## src/rtl/interp_pkg.sv

```systemverilog
// Shared constants for the interpolation chain.
// Assumes: a 7-tap halfband prototype (-1,0,9,16,9,0,-1)/16. The centre
// tap equals the scale, so the centre phase is a pure delay.
package interp_pkg;
    localparam int HB_TAP_INNER = 9;   // taps next to the centre
    localparam int HB_TAP_OUTER = -1;  // outermost nonzero taps
    localparam int HB_SHIFT     = 4;   // divide by 16 after the sum
    localparam int HB_HIST      = 3;   // stored past samples per channel
endpackage

```

## src/rtl/hb_mac.sv

```systemverilog
// Combinational odd-phase arithmetic of one halfband stage, one channel.
// Sums the two symmetric tap pairs, rounds half up and saturates to DW bits.
// Assumes: the accumulator has 6 spare bits, so the sum cannot overflow.
module hb_mac
    import interp_pkg::*;
#(
    parameter int DW = 12
) (
    input  logic signed [DW-1:0] x_new,
    input  logic signed [DW-1:0] x_d1,
    input  logic signed [DW-1:0] x_d2,
    input  logic signed [DW-1:0] x_d3,
    output logic signed [DW-1:0] y_mid
);
    localparam int AW = DW + 6;
    localparam logic signed [AW-1:0] K_IN  = AW'(HB_TAP_INNER);
    localparam logic signed [AW-1:0] K_OUT = AW'(HB_TAP_OUTER);
    localparam logic signed [AW-1:0] RND   = AW'(1 << (HB_SHIFT - 1));
    localparam logic signed [AW-1:0] Y_MAX = AW'((1 << (DW - 1)) - 1);
    localparam logic signed [AW-1:0] Y_MIN = AW'(-(1 << (DW - 1)));

    logic signed [AW-1:0] pair_in;
    logic signed [AW-1:0] pair_out;
    logic signed [AW-1:0] acc;
    logic signed [AW-1:0] scaled;

    // Symmetric pre-add, two multiplies, round half up, clamp.
    always_comb begin
        pair_in  = AW'(x_d1) + AW'(x_d2);
        pair_out = AW'(x_new) + AW'(x_d3);
        acc      = K_IN * pair_in + K_OUT * pair_out;
        scaled   = (acc + RND) >>> HB_SHIFT;
        if (scaled > Y_MAX) begin
            y_mid = Y_MAX[DW-1:0];
        end else if (scaled < Y_MIN) begin
            y_mid = Y_MIN[DW-1:0];
        end else begin
            y_mid = scaled[DW-1:0];
        end
    end
endmodule

```

## src/rtl/hb_stage.sv

```systemverilog
// One x2 halfband stage in polyphase form, for both I and Q.
// On each accepted input it emits the odd-phase value on the next cycle.
// It emits the centre-phase value (a delayed sample) `half` cycles later.
// Assumes: inputs arrive no faster than once per 2*half cycles, and
// clr empties the history and any pending output.
module hb_stage
    import interp_pkg::*;
#(
    parameter int DW = 12,
    parameter int CW = 3
) (
    input  logic                 clk,
    input  logic                 rst_n,
    input  logic                 clr,
    input  logic                 en,
    input  logic [CW-1:0]        half,
    input  logic                 in_ce,
    input  logic signed [DW-1:0] in_i,
    input  logic signed [DW-1:0] in_q,
    output logic                 out_ce,
    output logic signed [DW-1:0] out_i,
    output logic signed [DW-1:0] out_q
);
    localparam int NCH = 2;

    logic          take;
    logic          emit_ctr;
    logic          pend;
    logic [CW-1:0] cnt;

    assign take     = en && in_ce;
    assign emit_ctr = !take && pend && (cnt == half);

    // Sequencing: the odd phase follows an input, the centre phase follows after `half` cycles.
    always_ff @(posedge clk) begin
        if (!rst_n || clr) begin
            out_ce <= 1'b0;
            pend   <= 1'b0;
            cnt    <= '0;
        end else begin
            out_ce <= take || emit_ctr;
            if (take) begin
                pend <= 1'b1;
                cnt  <= CW'(1);
            end else if (emit_ctr) begin
                pend <= 1'b0;
            end else if (pend) begin
                cnt <= cnt + 1'b1;
            end
        end
    end

    for (genvar ch = 0; ch < NCH; ch++) begin : g_ch
        logic signed [DW-1:0] din;
        logic signed [DW-1:0] hist [HB_HIST];
        logic signed [DW-1:0] mid;
        logic signed [DW-1:0] yo;

        if (ch == 0) begin : g_i
            assign din   = in_i;
            assign out_i = yo;
        end else begin : g_q
            assign din   = in_q;
            assign out_q = yo;
        end

        hb_mac #(.DW(DW)) u_mac (
            .x_new (din),
            .x_d1  (hist[0]),
            .x_d2  (hist[1]),
            .x_d3  (hist[2]),
            .y_mid (mid)
        );

        // History shift and output register for this channel.
        always_ff @(posedge clk) begin
            if (!rst_n || clr) begin
                for (int t = 0; t < HB_HIST; t++) hist[t] <= '0;
                yo <= '0;
            end else if (take) begin
                hist[0] <= din;
                for (int t = 1; t < HB_HIST; t++) hist[t] <= hist[t-1];
                yo <= mid;
            end else if (emit_ctr) begin
                yo <= hist[1];
            end
        end
    end

    AST_STAGE_PACING: assert property (@(posedge clk) disable iff (!rst_n || clr)
        take |-> !pend);
    AST_STAGE_FIRST: assert property (@(posedge clk) disable iff (!rst_n || clr)
        take |=> out_ce);
endmodule

```

## src/rtl/out_mirror.sv

```systemverilog
// Output stage: optional sign alternation (highpass mirror) and refill tracking.
// Counts output strobes since the last clear. It raises out_valid once the
// count reaches fill_target.
// Assumes: clr arrives on every mode change, which restarts the sign phase.
module out_mirror #(
    parameter int DW = 12,
    parameter int FW = 6
) (
    input  logic                 clk,
    input  logic                 rst_n,
    input  logic                 clr,
    input  logic                 hp,
    input  logic [FW-1:0]        fill_target,
    input  logic                 in_ce,
    input  logic signed [DW-1:0] in_i,
    input  logic signed [DW-1:0] in_q,
    output logic                 out_ce,
    output logic                 out_valid,
    output logic signed [DW-1:0] out_i,
    output logic signed [DW-1:0] out_q
);
    logic          odd;
    logic [FW-1:0] seen;

    function automatic logic signed [DW-1:0] neg_sat(input logic signed [DW-1:0] v);
        if (v == {1'b1, {(DW-1){1'b0}}}) return {1'b0, {(DW-1){1'b1}}};
        return -v;
    endfunction

    // Register each strobe, flip the sign on odd samples in highpass mode, count towards refill.
    always_ff @(posedge clk) begin
        if (!rst_n || clr) begin
            out_ce    <= 1'b0;
            out_valid <= 1'b0;
            out_i     <= '0;
            out_q     <= '0;
            odd       <= 1'b0;
            seen      <= '0;
        end else begin
            out_ce <= in_ce;
            if (in_ce) begin
                out_i     <= (hp && odd) ? neg_sat(in_i) : in_i;
                out_q     <= (hp && odd) ? neg_sat(in_q) : in_q;
                odd       <= !odd;
                out_valid <= (seen >= fill_target);
                if (seen < fill_target) seen <= seen + 1'b1;
            end
        end
    end

    AST_VALID_STICKY: assert property (@(posedge clk) disable iff (!rst_n || clr)
        out_valid |=> out_valid);
endmodule

```

## src/rtl/interp_chain.sv

```systemverilog
// Top of the selectable interpolation chain (x1/x2/x4/x8) for complex samples.
// factor_sel gives the number of active halfband stages. Each stage's
// second-output spacing is derived from that number. A change on the mode
// pins flushes the whole pipeline.
// Assumes: the clock runs at the output rate and in_valid is paced once
// per 2**factor_sel cycles.
module interp_chain
    import interp_pkg::*;
#(
    parameter int DW         = 12,
    parameter int NSTG       = 3,
    parameter int FILL_DEPTH = 4,
    localparam int FACW      = $clog2(NSTG + 1)
) (
    input  logic                 clk,
    input  logic                 rst_n,
    input  logic [FACW-1:0]      factor_sel,
    input  logic                 hp_sel,
    input  logic                 in_valid,
    input  logic signed [DW-1:0] in_i,
    input  logic signed [DW-1:0] in_q,
    output logic                 out_ce,
    output logic                 out_valid,
    output logic signed [DW-1:0] out_i,
    output logic signed [DW-1:0] out_q
);
    localparam int CW = NSTG;
    localparam int FW = $clog2(FILL_DEPTH) + NSTG + 1;

    logic [FACW-1:0] rate_q;
    logic            hp_q;
    logic            flush;

    logic                 sce [NSTG+1];
    logic signed [DW-1:0] sdi [NSTG+1];
    logic signed [DW-1:0] sdq [NSTG+1];

    logic                 fin_ce;
    logic signed [DW-1:0] fin_i;
    logic signed [DW-1:0] fin_q;
    logic [FW-1:0]        fill_target;

    assign flush = (factor_sel != rate_q) || (hp_sel != hp_q);

    // Hold the mode in use; any difference on the pins is taken as a change.
    always_ff @(posedge clk) begin
        if (!rst_n) begin
            rate_q <= '0;
            hp_q   <= 1'b0;
        end else if (flush) begin
            rate_q <= factor_sel;
            hp_q   <= hp_sel;
        end
    end

    // Input register feeding the head of the chain.
    always_ff @(posedge clk) begin
        if (!rst_n || flush) begin
            sce[0] <= 1'b0;
            sdi[0] <= '0;
            sdq[0] <= '0;
        end else begin
            sce[0] <= in_valid;
            if (in_valid) begin
                sdi[0] <= in_i;
                sdq[0] <= in_q;
            end
        end
    end

    for (genvar k = 0; k < NSTG; k++) begin : g_stg
        logic          en_k;
        logic [CW-1:0] half_k;

        assign en_k   = int'(rate_q) > k;
        assign half_k = CW'((1 << rate_q) >> (k + 1));

        hb_stage #(.DW(DW), .CW(CW)) u_stage (
            .clk    (clk),
            .rst_n  (rst_n),
            .clr    (flush),
            .en     (en_k),
            .half   (half_k),
            .in_ce  (sce[k]),
            .in_i   (sdi[k]),
            .in_q   (sdq[k]),
            .out_ce (sce[k+1]),
            .out_i  (sdi[k+1]),
            .out_q  (sdq[k+1])
        );
    end

    // Pick the tap of the chain that matches the active factor.
    always_comb begin
        fin_ce = sce[0];
        fin_i  = sdi[0];
        fin_q  = sdq[0];
        for (int k = 1; k <= NSTG; k++) begin
            if (int'(rate_q) == k) begin
                fin_ce = sce[k];
                fin_i  = sdi[k];
                fin_q  = sdq[k];
            end
        end
    end

    assign fill_target = FW'(FILL_DEPTH << rate_q);

    out_mirror #(.DW(DW), .FW(FW)) u_mirror (
        .clk         (clk),
        .rst_n       (rst_n),
        .clr         (flush),
        .hp          (hp_q),
        .fill_target (fill_target),
        .in_ce       (fin_ce),
        .in_i        (fin_i),
        .in_q        (fin_q),
        .out_ce      (out_ce),
        .out_valid   (out_valid),
        .out_i       (out_i),
        .out_q       (out_q)
    );

    AST_FLUSH_QUIET: assert property (@(posedge clk) disable iff (!rst_n)
        flush |=> (!out_ce && !out_valid));
    AST_BYPASS_DELAY: assert property (@(posedge clk) disable iff (!rst_n)
        (out_ce && rate_q == '0) |-> $past(in_valid, 2));
endmodule

```

## config.mk

```make
export PLATFORM = sky130hd
export DESIGN_NAME = interp_chain
export DESIGN_NICKNAME = d
export VERILOG_FILES = /design/src/rtl/interp_pkg.sv /design/src/rtl/hb_mac.sv /design/src/rtl/hb_stage.sv /design/src/rtl/out_mirror.sv /design/src/rtl/interp_chain.sv
export SDC_FILE = /design/constraint.sdc
export NUM_CORES = 1
export LEC_CHECK = 0
export ABC_AREA = 1
export BUFFER_PORTS_ARGS = -buffer_cell sky130_fd_sc_hd__buf_2
export CAP_MARGIN = 10
export CORE_ASPECT_RATIO = 0.7
export CORE_UTILIZATION = 60
export CTS_BUF_LIST = sky130_fd_sc_hd__clkbuf_8
export DETAILED_ROUTE_END_ITERATION = 8
export HOLD_SLACK_MARGIN = 0.03
export PLACE_DENSITY = 0.77
export SLEW_MARGIN = 20
export SYNTH_ARGS = -nofsm -noshare
export SYNTH_HDL_FRONTEND = slang
export SYNTH_SLANG_ARGS = --single-unit
```

## constraint.sdc

```tcl
create_clock -name clk -period 14.2 [get_ports clk]
set_clock_uncertainty 0.1 [all_clocks]
set_input_delay 1.42 -clock clk [delete_from_list [all_inputs] [get_ports clk]]
set_output_delay 1.42 -clock clk [all_outputs]
set_load 0.01 [all_outputs]
```

* Word-level counts from Yosys, hierarchy flattened
Memories as Yosys holds them, arrays and structs flattened.
Index checks and enable logic that the tools add are counted.
** Storage, ports and cells
- Memory bits (writable) :: 216
- Memories kept :: 6
- Word-level logic and storage cells :: 255
- Bits in registers :: 148
** Memories
- g_stg[0].u_stage.g_ch[0].hist :: depth 3, bits a word 12, read ports 3, clocked after Yosys merged registers in 0, wr ports 3, RTL line hb_stage.sv:55 : logic signed [DW-1:0] hist [HB_HIST];
- g_stg[0].u_stage.g_ch[1].hist :: depth 3, bits a word 12, read ports 3, clocked after Yosys merged registers in 0, wr ports 3, RTL line hb_stage.sv:55
- g_stg[1].u_stage.g_ch[0].hist :: depth 3, bits a word 12, read ports 3, clocked after Yosys merged registers in 0, wr ports 3, RTL line hb_stage.sv:55
- g_stg[1].u_stage.g_ch[1].hist :: depth 3, bits a word 12, read ports 3, clocked after Yosys merged registers in 0, wr ports 3, RTL line hb_stage.sv:55
- g_stg[2].u_stage.g_ch[0].hist :: depth 3, bits a word 12, read ports 3, clocked after Yosys merged registers in 0, wr ports 3, RTL line hb_stage.sv:55
- g_stg[2].u_stage.g_ch[1].hist :: depth 3, bits a word 12, read ports 3, clocked after Yosys merged registers in 0, wr ports 3, RTL line hb_stage.sv:55
** Cells by class
- Multipliers :: 6
- Bitwise operators :: 21
- $lt $le $gt $ge :: 17
- Add/subtract/negate cells :: 36
- Multiplexer cells :: 89
- Equality and inequality tests :: 13
- Reduce and logical (&&, ||, !) cells :: 36
- Shift operators :: 2
** Operators by type and width (count)
- 12-bit 2-to-1 mux :: 54
- 12-bit by 12-bit adder with 13-bit output :: 12
- 18-bit adder :: 6
- 18-bit by 5-bit adder with 18-bit output, second input constant :: 6
- 5-bit by 18-bit multiplier with 18-bit output, first input constant :: 6
- 13-bit negation with 18-bit output :: 6
- 14-bit by 12-bit > comparator with 1-bit output, second input constant :: 6
- 14-bit by 12-bit < comparator with 1-bit output, second input constant :: 6
- 1-bit 2-to-1 mux :: 35
- 12-bit == test, second input constant :: 2
- 12-bit negation :: 2
- 1-bit bitwise OR :: 18
- 2-bit AND reduction :: 7
- 2-bit nonzero test :: 6
- 1-bit logical AND :: 10
- 3-bit by 1-bit adder with 3-bit output, second input constant :: 3
- 3-bit == test :: 3
- 6-bit by 1-bit adder with 6-bit output, second input constant :: 1
- 6-bit >= comparator :: 1
- 6-bit < comparator :: 1
- 2-bit by 1-bit inequality test with 1-bit output, second input constant :: 3
- 2-bit OR reduction :: 3
- 1-bit by 2-bit << shifter with 6-bit output, first input constant :: 1
- 3-bit by 2-bit << shifter with 6-bit output, first input constant :: 1
- 9 further kinds :: 21

* Longest topological paths before layout
Gate-level depths: netlist of the first run.
- Word-level depth :: 10
- Mapped depth :: 34
- Mapped depth without buffers :: 33

* Modules after synthesis
From an unflattened synthesis of the first run, not the netlist that was laid out.
** Second synthesis, totals
- Cells, all modules :: 4269
- Area, all modules :: 32986.6 sq um
** By module, submodules not included
- hb_stage :: sequential area each 2742.6 sq um, cells an instance 430, times used 3, area each 4147.7 sq um
- hb_mac at g_stg[1].u_stage.g_ch[1].u_mac ... :: sequential area each 0.0 sq um, cells an instance 389, times used 2, area each 2761.4 sq um
- hb_mac at g_stg[0].u_stage.g_ch[0].u_mac :: sequential area each 0.0 sq um, cells an instance 385, times used 1, area each 2748.9 sq um
- hb_mac at g_stg[1].u_stage.g_ch[0].u_mac :: sequential area each 0.0 sq um, cells an instance 386, times used 1, area each 2738.9 sq um
- hb_mac at g_stg[2].u_stage.g_ch[1].u_mac :: sequential area each 0.0 sq um, cells an instance 388, times used 1, area each 2736.4 sq um
- hb_mac at g_stg[0].u_stage.g_ch[1].u_mac :: sequential area each 0.0 sq um, cells an instance 390, times used 1, area each 2702.6 sq um
- interp_chain :: sequential area each 560.5 sq um, cells an instance 361, times used 1, area each 2073.2 sq um
- out_mirror :: sequential area each 660.6 sq um, cells an instance 291, times used 1, area each 2020.7 sq um

* Worst setup path before layout of the first run
Ideal clock, no wire load.
- Path kind :: flip-flop to flip-flop
- Start point :: mem g_stg[0].u_stage.g_ch[1].hist[0][2]
- End point :: reg g_stg[0].u_stage.out_q[1] (netlist name)
- Required time :: 14.030 ns
- Period minus slack after synthesis :: 4.983 ns
- Arrival time :: 4.813 ns
- Cell stages (with the launch flop) :: 32
- Path buffers :: 1
- Setup slack :: 9.217 ns
- Path through :: edfxtp_1 ha_1 a21oi_1 nand2_1 a21oi_1 o21bai_1 a21boi_0 o21bai_1 a21o_1 nand2_1 nand2_1 a21oi_1 xor2_1 inv_1 ha_1 inv_1 fa_1 inv_1 ha_1 ha_1 nand2_1 nor4_1 nand2_1 nand2_1 xor2_1 nand3_1 nand3_1 clkbuf_4 nand2_1 nand2_1 nand3_1 o21ai_1
** RTL lines (RTL line)
- from (decl) :: hb_stage.sv:55

==> results.json, run 1 <==
{
  "grt_remaining_overflow": 0,
  "end_kind": "flop",
  "synthArstFlopShare_pct": 0,
  "synth.area.top_cells": "edfxtp_1 (21%), ha_1 (16%), inv_1 (10%), dfxtp_1 (9.7%), fa_1 (9.1%)",
  "pin_count": 56,
  "dieArea_um2": 51600,
  "min_from": "g_stg[2].u_stage.out_i[1]",
  "clkTransAtPathRegs_ns": 0.07,
  "outcome": "complete, no violations",
  "nNetsFinal": 4344,
  "cts-resized-gates": 0,
  "worst_pin_slew_ns": 1.05,
  "synth_top_cell_area_share_pct": 21.3,
  "rrSetupSlack_ns": 8.27,
  "n_antenna_cell": 0,
  "period_needed_ns": 5.93,
  "pre_cts_slack_ns": 8.43,
  "tns_ns": 0,
  "p_per_area_nw_per_um2": 125,
  "numCtsBuffers": 58,
  "via_per_inst": 5.40,
  "synth_top_cell_by_area": "edfxtp_1",
  "final_cells": 4513,
  "core_area_um2": 49700,
  "syn_area_um2": 30400,
  "crit_fanout": 11,
  "synthCells": 3754,
  "cap_viol_max_count": 0,
  "rows": 68,
  "synth_cell_types": 63,
  "ys_seq_area_share_pct": 31.1,
  "rsz0062_at_grt": "false",
  "met2_usage_pct": 44.4,
  "synth_fp_nets": 4299,
  "ant_nets": 0,
  "die_w_um": 271,
  "yosys-top-cells-count": "inv_1 (830), nand2_1 (649), ha_1 (377), nor2_1 (353), a21oi_1 (226)",
  "cts_hold_buf": 0,
  "cts_setup_buffers": 0,
  "gr-usage-met1_pct": 43.5,
  "cts-root-buf": "clkbuf_8",
  "max_stage_delay_ns": 0.49,
  "start_kind": "flop",
  "reg2reg_from": "g_stg[0].u_stage.g_ch[1].hist[0][2]",
  "die_y_um": 190,
  "critPathArrivalTime_ns": 6.39,
  "synth_area_per_cell_um2": 8.10,
  "grt_first_pass_wirelength_um": 121000,
  "post-route-period-util_pct": 41.8,
  "worst_path_max_delay_cell": "fa_1",
  "syn_to_final_growth_pct": 6.54,
  "start_util_pct": 61.2,
  "initialDrtViolationCount": 2349,
  "io_buffers": 55,
  "gp_congestion": 0.981,
  "yosys_warnings": 0,
  "postPlaceCellArea_um2": 31200,
  "hold_class": "flop to flop",
  "fmax_mhz": 169,
  "clk_latency_ns": 0.68,
  "critPathKind": "flop to flop",
  "use_met3_pct": 5.09,
  "setup_viol": 0,
  "yosysMostFrequentCell": "inv_1",
  "r2r_end": "g_stg[0].u_stage.out_q[0]",
  "vias": 24400,
  "synth_edf_count": 216,
  "grt_pass1_vias": 23200,
  "max-slew-margin-rel_pct": 30.2,
  "clkSinkCount": 364,
  "whs_path_depth": 2,
  "cpMostUsedCell": "nand2_1",
  "ys.flop_type": "edfxtp_1",
  "dr.pass1.iters": 6,
  "htree_levels": 2,
  "top_usage_layer": "met2",
  "drv_slew": 0,
  "dp_cells": 4404,
  "antenna_found_initial": 0,
  "ys_seq_elements": 364,
  "drc": 0,
  "grt.total_usage_pct": 29.4,
  "drive_gt1_share_pct": 6.86,
  "wl_per_cell_um": 16.5,
  "min_to": "g_stg[2].u_stage.out_i[1]",
  "final.setup.worst_slack_ns": 8.27,
  "rr_worst_depth": 30,
  "required_ns": 14.66,
  "hold_viol": 0,
  "routed_wl_um": 74600,
  "p_leak_uw": 0.0163,
  "design_area_um2": 32400,
  "dp_hpwl_um": 58600,
  "ir_drop_v": 0.000104,
  "clock_path_buffers": 3,
  "grt_max_degree": 75,
  "cts_tree": "done"
}
[layer usage]
layer  vias up  share of wire (%)
li1      12000                  -
met1     11400                 48
met2       839                 42
met3       121                8.5
met4         0                2.3
met5         -                  0
[flip-flops by register name, summed over array words and instances (netlist names)]
name                     count
u_mirror.seen                6
u_mirror.out_valid           1
u_mirror.out_ce              1
sdi                         12
u_mirror.out_i              12
sdq                         12
u_mirror.odd                 1
g_stg.u_stage.out_ce         3
rate_q                       2
g_stg.u_stage.cnt            9
sce                          1
hp_q                         1
g_stg.u_stage.out_q         36
g_stg.u_stage.g_ch.hist    216
g_stg.u_stage.out_i         36
u_mirror.out_q              12
g_stg.u_stage.pend           3
[power by group]
| group | internal, uW | switching, uW |
|---|---|---|
| combinational | 709 | 1220 |
| clock | 502 | 464 |
| sequential | 1140 | 18.3 |
| total | 2350 | 1700 |
[worst max-delay path: cells and delay by family, from the launching register on]
family / cells / cell delay (ns)
fa+ha+maj: 5 / 1.79
compound gates: 10 / 1.70
simple gates: 10 / 1.31
flops: 1 / 0.40
xor+xnor: 1 / 0.30
buf+inv: 4 / 0.26
[cell families after synthesis]
group / after synthesis / synth area share [%]
xor+xnor: 163 / 4.78
compound gates: 519 / 9.92
buf+inv: 929 / 11.9
flops: 364 / 31.1
simple gates: 1263 / 17.7
fa+ha+maj: 515 / 24.6
mux: 1 / 0.0370
[layout make-up]
class                      count  area, um2
inverter                     849       3190
sequential                   364       9450
tap                          665        832
fill                        4305      17300
clock inverter                43        304
clock buffer                  66        908
timing repair buffer          65        350
multi-input combinational   2461      17400
[stage by stage]
stage,hold slack (ns),power [uW],utilization (%)
CTS,0.358,4040,65.2
global placement,0.338,3040,62.8
detailed placement,0.346,3060,62.8
finish,0.361,4060,65.2
floorplan,0.326,2700,-
global route,0.382,4390,65.2
[worst max path at each step]
stage          slack (ns)  cells after the start                                 from                        end
2_1_floorplan        9.22                     31  g_stg[0].u_stage.g_ch[1].hist[0][2]  g_stg[0].u_stage.out_q[1]
3_3_place_gp         8.43                     30  g_stg[0].u_stage.g_ch[1].hist[0][2]  g_stg[0].u_stage.out_q[9]
3_5_place_dp         8.43                     30  g_stg[0].u_stage.g_ch[1].hist[0][2]  g_stg[0].u_stage.out_q[4]
4_1_cts              8.36                     30  g_stg[0].u_stage.g_ch[1].hist[0][2]  g_stg[0].u_stage.out_q[0]
5_1_grt              7.79                     30  g_stg[0].u_stage.g_ch[1].hist[0][2]  g_stg[0].u_stage.out_q[0]
6_report             8.27                     30  g_stg[0].u_stage.g_ch[1].hist[0][2]  g_stg[0].u_stage.out_q[0]
[placed cells by master, fill, tap and decap left out, types with 14 or more instances in the layout]
| cell | synthesis | routed |
|---|---|---|
| inv_1 | 830 | 853 |
| nand2_1 | 649 | 644 |
| ha_1 | 377 | 377 |
| nor2_1 | 353 | 353 |
| a21oi_1 | 226 | 225 |
| edfxtp_1 | 216 | 216 |
| dfxtp_1 | 148 | 148 |
| fa_1 | 138 | 138 |
| nand3_1 | 136 | 136 |
| xor2_1 | 126 | 126 |
| o21ai_0 | 112 | 112 |
| clkbuf_8 | 0 | 66 |
| buf_2 | 26 | 55 |
| xnor2_1 | 35 | 35 |
| nand2_2 | 28 | 32 |
| o21ai_1 | 32 | 32 |
| o21bai_1 | 25 | 25 |
| nand4_1 | 21 | 21 |
| a31oi_1 | 21 | 21 |
| nor3_1 | 19 | 19 |
| inv_2 | 15 | 17 |
| a21o_1 | 14 | 14 |
| a221oi_1 | 14 | 14 |
Power figures use the tool's default switching activity.
==> run 2, diff against run 1 <==
==> constraint.sdc (replaced) <==
create_clock -name clk -period 6.15 [get_ports clk]
set_clock_uncertainty 0.1 [all_clocks]
set_input_delay 0.615 -clock clk [delete_from_list [all_inputs] [get_ports clk]]
set_output_delay 0.615 -clock clk [all_outputs]
set_load 0.01 [all_outputs]
==> run 2 against run 1 <==
  * Worst hold slack worse by 0.25 ns
  * Power up 130%
  * First-iteration DRC count up 6.3%
  * Sequential share of layout area about the same
  * Non-clock buffer count up 1
  * Via count down 0.34%
  * Register-to-register slack worse by 7.9 ns
  * Highest routed layer is now met5
  * Setup slack worse by 7.9 ns
  * Critical path type unchanged
  * Final area about the same
  * Routed wire length down 0.12%
==> results.json, run 2 (synthesized netlist as in run 1, its figures left out) <==
{
  "outcome": "complete, no violations",
  "antenna_found_initial": 0,
  "clkTransAtPathRegs_ns": 0.07,
  "dp_hpwl_um": 58800,
  "start_util_pct": 61.2,
  "die_w_um": 271,
  "rsz0062_at_grt": "false",
  "tns_ns": 0,
  "end_kind": "flop",
  "hold_class": "primary input to flop",
  "cts_tree": "done",
  "initialDrtViolationCount": 2496,
  "clk_latency_ns": 0.66,
  "hold_viol": 0,
  "final_cell_mix": "inv_1 (853), nand2_1 (643), ha_1 (377)",
  "rows": 68,
  "wl_per_cell_um": 16.5,
  "cts-root-buf": "clkbuf_8",
  "top_register": "g_stg.u_stage.g_ch.hist",
  "gp_congestion": 0.979,
  "worst_path_max_delay_cell": "fa_1",
  "grt_pass1_vias": 23200,
  "largest_register_ffs": 216,
  "via_per_inst": 5.38,
  "max_stage_delay_ns": 0.48,
  "reg_top3": "g_stg.u_stage.g_ch.hist x216, g_stg.u_stage.out_i x36, g_stg.u_stage.out_q x36",
  "grt_remaining_overflow": 0,
  "grt_max_degree": 75,
  "period_needed_ns": 5.81,
  "crit_fanout": 11,
  "critPathArrivalTime_ns": 6.21,
  "required_ns": 6.55,
  "post-route-period-util_pct": 94.5,
  "ant_nets": 0,
  "dieArea_um2": 51600,
  "pin_count": 56,
  "drv_slew": 0,
  "final_common_cell": "inv_1",
  "p_per_area_nw_per_um2": 288,
  "routed_wl_um": 74500,
  "fillers": 4263,
  "fin_util_pct": 65.2,
  "fmax_mhz": 172,
  "htree_levels": 2,
  "path_delay_family": "adder cells",
  "seqPwrFrac_pct": 28.8,
  "clock_path_buffers": 3,
  "nNetsFinal": 4345,
  "swShare_pct": 42.0,
  "worst_pin_slew_ns": 1.07,
  "grt.total_usage_pct": 29.3,
  "vias": 24300,
  "critPathBufInv": 5,
  "drive_gt1_share_pct": 6.94,
  "p_leak_uw": 0.0163,
  "dr.pass1.iters": 8,
  "setup_viol": 0,
  "critPathKind": "flop to flop",
  "p_int_uw": 5410,
  "die_y_um": 190,
  "numCtsBuffers": 58,
  "p_clk_share_pct": 23.4,
  "ir_drop_v": 0.000246,
  "power_frac_comb_pct": 47.8,
  "drc": 0,
  "cpMostUsedCell": "inv_1",
  "clkSinkCount": 364,
  "start_kind": "flop",
  "core_area_um2": 49700,
  "grt_first_pass_wirelength_um": 120000,
  "netSwitchingPower_uw": 3910,
  "max-slew-margin-rel_pct": 28.4,
  "io_buffers": 55,
  "syn_to_final_growth_pct": 6.57,
  "cap_viol_max_count": 0
}
## run 2: timing repair
| action | 4_1_cts | 5_1_grt |
|---|---|---|
| setup buffers | 0 | 0 |
| endpoints found under the setup margin | 0 | 28 |
| hold buffers | 0 | 0 |
| resized for setup | 0 | 6 |
## run 2: metrics by stage
step,hold WS (ns),total power [uW],area [um2],instances,setup WS [ns]
after floorplan,0.326,6240,30400,3754,1.17
after global placement,0.338,7010,31200,4405,0.445
after detailed placement,0.340,7060,31200,4405,0.312
after CTS,0.0920,9270,32400,4515,0.270
after global routing,0.109,10100,32400,4515,0.0121
final,0.112,9320,32400,4516,0.340
## run 2: final timing paths
| kind | depth (start not counted) | to | slack (ns) | start |
|---|---|---|---|---|
| worst max-delay path | 25 | g_stg[0].u_stage.out_i[9] | 0.34 | g_stg[0].u_stage.g_ch[0].hist[0][12] |
| worst min register to register | 2 | g_stg[2].u_stage.out_i[5] | 0.35 | g_stg[2].u_stage.out_i[5] |
| worst max register to register | 25 | g_stg[0].u_stage.out_i[9] | 0.34 | g_stg[0].u_stage.g_ch[0].hist[0][12] |
| worst min-delay path | 3 | sdq[38] | 0.11 | in_q[2] |
## run 2: power by group through the flow
stage | Sequential, uW | Combinational [uW] | Clock (uW)
after floorplan | 2720 | 3520 | 0
after global placement | 2730 | 4280 | 0
after detailed placement | 2730 | 4330 | 0
after CTS | 2680 | 4390 | 2190
after global routing | 2690 | 5080 | 2300
final | 2680 | 4460 | 2180
## run 2: worst reg2reg max path, delay by kind of cell, from the launching register on
family,cells,cell delay (ns)
fa+ha+maj,6,2.09
compound gates,6,1.27
simple gates,7,1.05
buf+inv,5,0.40
xor+xnor,1,0.38
flops,1,0.37
## run 2: final cells by class
type                            instances  area, um2  share of cell area, %
Antenna cell                            1       2.50                0.00772
Clock inverter                         32        131                  0.405
Tap cell                              665        832                   2.57
Multi-Input combinational cell       2461      17400                   53.6
Timing Repair Buffer                   66        358                   1.10
Inverter                              849       3190                   9.86
Clock buffer                           78       1070                   3.31
Sequential cell                       364       9450                   29.2
## run 2: metal layers
layer / vias up / global-route usage, % / wire [um]
met5: - / 0 / 71
met4: 2 / 7.37 / 1760
li1: 12000 / - / -
met2: 871 / 43.9 / 30700
met1: 11300 / 43.1 / 35700
met3: 122 / 5.79 / 6270
==> run 3, diff against run 2 <==
--- a/config.mk
+++ b/config.mk
@@ -6,12 +6,13 @@
 export NUM_CORES = 1
 export LEC_CHECK = 0
 export ABC_AREA = 1
-export BUFFER_PORTS_ARGS = -buffer_cell sky130_fd_sc_hd__buf_2
+export BUFFER_PORTS_ARGS = -buffer_cell sky130_fd_sc_hd__buf_4
 export CAP_MARGIN = 10
 export CORE_ASPECT_RATIO = 0.7
 export CORE_UTILIZATION = 60
 export CTS_BUF_LIST = sky130_fd_sc_hd__clkbuf_8
 export DETAILED_ROUTE_END_ITERATION = 8
+export GPL_ROUTABILITY_DRIVEN = 1
 export HOLD_SLACK_MARGIN = 0.03
 export PLACE_DENSITY = 0.77
 export SLEW_MARGIN = 20
==> run 3 against run 2 <==
  * Fmax is 1.3% higher
  * Non-clock buffer count increased by 1
  * Final cell count is essentially flat
  * Worst hold slack worse by 0.0070 ns
==> results.json, run 3 (synthesized netlist as in run 1, its figures left out) <==
{
  "cts_hold_buf": 0,
  "drv_slew": 0,
  "reg_top3": "g_stg.u_stage.g_ch.hist x216, g_stg.u_stage.out_i x36, g_stg.u_stage.out_q x36",
  "use_met3_pct": 4.52,
  "critPathKind": "flop to flop",
  "grt_first_pass_wirelength_um": 120000,
  "numCtsBuffers": 57,
  "clk_latency_ns": 0.65,
  "pre_cts_slack_ns": 0.392,
  "syn_to_final_growth_pct": 7.36,
  "post-route-period-util_pct": 93.3,
  "final.setup.worst_slack_ns": 0.412,
  "required_ns": 6.56,
  "final_cell_mix": "inv_1 (844), nand2_1 (642), ha_1 (377)",
  "cts-root-buf": "clkbuf_8",
  "ant_nets": 0,
  "met2_usage_pct": 43.8,
  "rows": 68,
  "fmax_mhz": 174,
  "n_antenna_cell": 0,
  "ir_drop_v": 0.000221,
  "grt_pass1_vias": 22900,
  "multi_input_area_um2": 17400,
  "routed_wl_um": 74400,
  "core_area_um2": 49700,
  "fin_hold_ws_ns": 0.105,
  "regArea_um2": 9450,
  "cpMostUsedCell": "a21oi_1",
  "dieArea_um2": 51600,
  "whs_path_depth": 3,
  "r2r_end": "g_stg[1].u_stage.out_i[2]",
  "wl_per_cell_um": 16.5,
  "rrSetupSlack_ns": 0.41,
  "setup_viol": 0,
  "top_register": "g_stg.u_stage.g_ch.hist",
  "tns_ns": 0,
  "grt.total_usage_pct": 29.1,
  "clkSinkCount": 364,
  "die_w_um": 271,
  "clock_path_buffers": 3,
  "vias": 24300,
  "cap_viol_max_count": 0,
  "gr-usage-met1_pct": 44.2,
  "rr_worst_depth": 30,
  "start_kind": "flop",
  "htree_levels": 2,
  "min_to": "sdq[36]",
  "max-slew-margin-rel_pct": 31.7,
  "top_usage_layer": "met1",
  "rsz0062_at_grt": "false",
  "drc": 0,
  "hold_viol": 0,
  "p_leak_uw": 0.0163,
  "dp_hpwl_um": 58700,
  "io_buffers": 55,
  "period_needed_ns": 5.74,
  "antenna_found_initial": 0,
  "worst_path_max_delay_cell": "fa_1",
  "min_from": "in_q[0]",
  "dr.pass1.iters": 6,
  "hold_class": "primary input to flop",
  "critPathArrivalTime_ns": 6.15,
  "worst_pin_slew_ns": 1.02,
  "cts_tree": "done",
  "nNetsFinal": 4345,
  "drive_gt1_share_pct": 7.25,
  "outcome": "complete, no violations",
  "start_util_pct": 61.2,
  "grt_remaining_overflow": 0,
  "fillers": 4246,
  "gp_congestion": 1.00,
  "initialDrtViolationCount": 2435,
  "die_y_um": 190,
  "p_per_area_nw_per_um2": 291,
  "largest_register_ffs": 216,
  "max_stage_delay_ns": 0.50,
  "final_common_cell": "inv_1",
  "reg2reg_from": "g_stg[1].u_stage.g_ch[0].hist[0][14]",
  "via_per_inst": 5.38,
  "pin_count": 56,
  "power.total_uw": 9500,
  "grt_max_degree": 75,
  "crit_fanout": 9,
  "clkTransAtPathRegs_ns": 0.08,
  "end_kind": "flop"
}
==> run 3: cell types whose count changed in the layout (fill, tap and decap cells not counted), moves of 2 or more <==
cell and delta:
buf_2 -55, buf_4 +56, bufinv_16 +7, clkbuf_8 -13, clkinv_2 +8, inv_1 -9
inv_4 +2, inv_6 +2
==> run 3: per-layer routing <==
metal | up-vias | share of wire, %
li1 | 12000 | -
met1 | 11300 | 48
met2 | 878 | 42
met3 | 83 | 8.6
met4 | 0 | 1.7
met5 | - | 0
==> run 3: how the worst max path moves through the flow <==
stage	start	endpoint	slack [ns]
after floorplan	g_stg[0].u_stage.g_ch[1].hist[0][2]	g_stg[0].u_stage.out_q[1]	1.17
after detailed placement	g_stg[0].u_stage.g_ch[1].hist[0][2]	g_stg[0].u_stage.out_q[2]	0.39
after CTS	g_stg[0].u_stage.g_ch[1].hist[0][2]	g_stg[0].u_stage.out_q[2]	0.32
after global placement	g_stg[0].u_stage.g_ch[1].hist[0][2]	g_stg[0].u_stage.out_q[1]	0.47
final	g_stg[1].u_stage.g_ch[0].hist[0][14]	g_stg[1].u_stage.out_i[2]	0.41
after global routing	g_stg[1].u_stage.g_ch[1].hist[0][0]	g_stg[1].u_stage.out_q[0]	0.03
==> run 3: report_power, final <==
part	switching [uW]	internal, uW	leakage, uW
Combinational	2810	1650	0.0118
Clock	1080	1270	0.000727
Sequential	43.5	2640	0.00378
==> run 3: critical path: cells and delay by family (launching register included) <==
kind	cells	cell delay [ns]
AO/OA/AOI/OAI	12	2.19
AND/OR/NAND/NOR	8	0.72
buffers and inverters	4	0.25
flip-flops	1	0.41
adder cells (fa/ha/maj)	5	1.79
XOR/XNOR	1	0.12
==> run 3: layout make-up <==
cell class	instances	share of cell area, %
repair buffers	67	1.54
multi-input cells	2461	53.3
clock buffers	65	2.74
inverters	849	9.78
well taps	665	2.55
flip-flops and latches	364	28.9
clock inverters	43	1.18
==> run 3: repair_timing <==
item                                    CTS  global route
setup buffers                             0             0
endpoints found under the setup margin    0            28
gates resized for setup                   0             9
==> run 3: per-stage QoR <==
step           std cells  utilization (%)  cell area, um2
3_3_place_gp        4406             63.1           31300
2_1_floorplan       3754                -           30400
3_5_place_dp        4406             63.1           31300
4_1_cts             4514             65.6           32600
6_report            4514             65.7           32700
5_1_grt             4514             65.7           32700
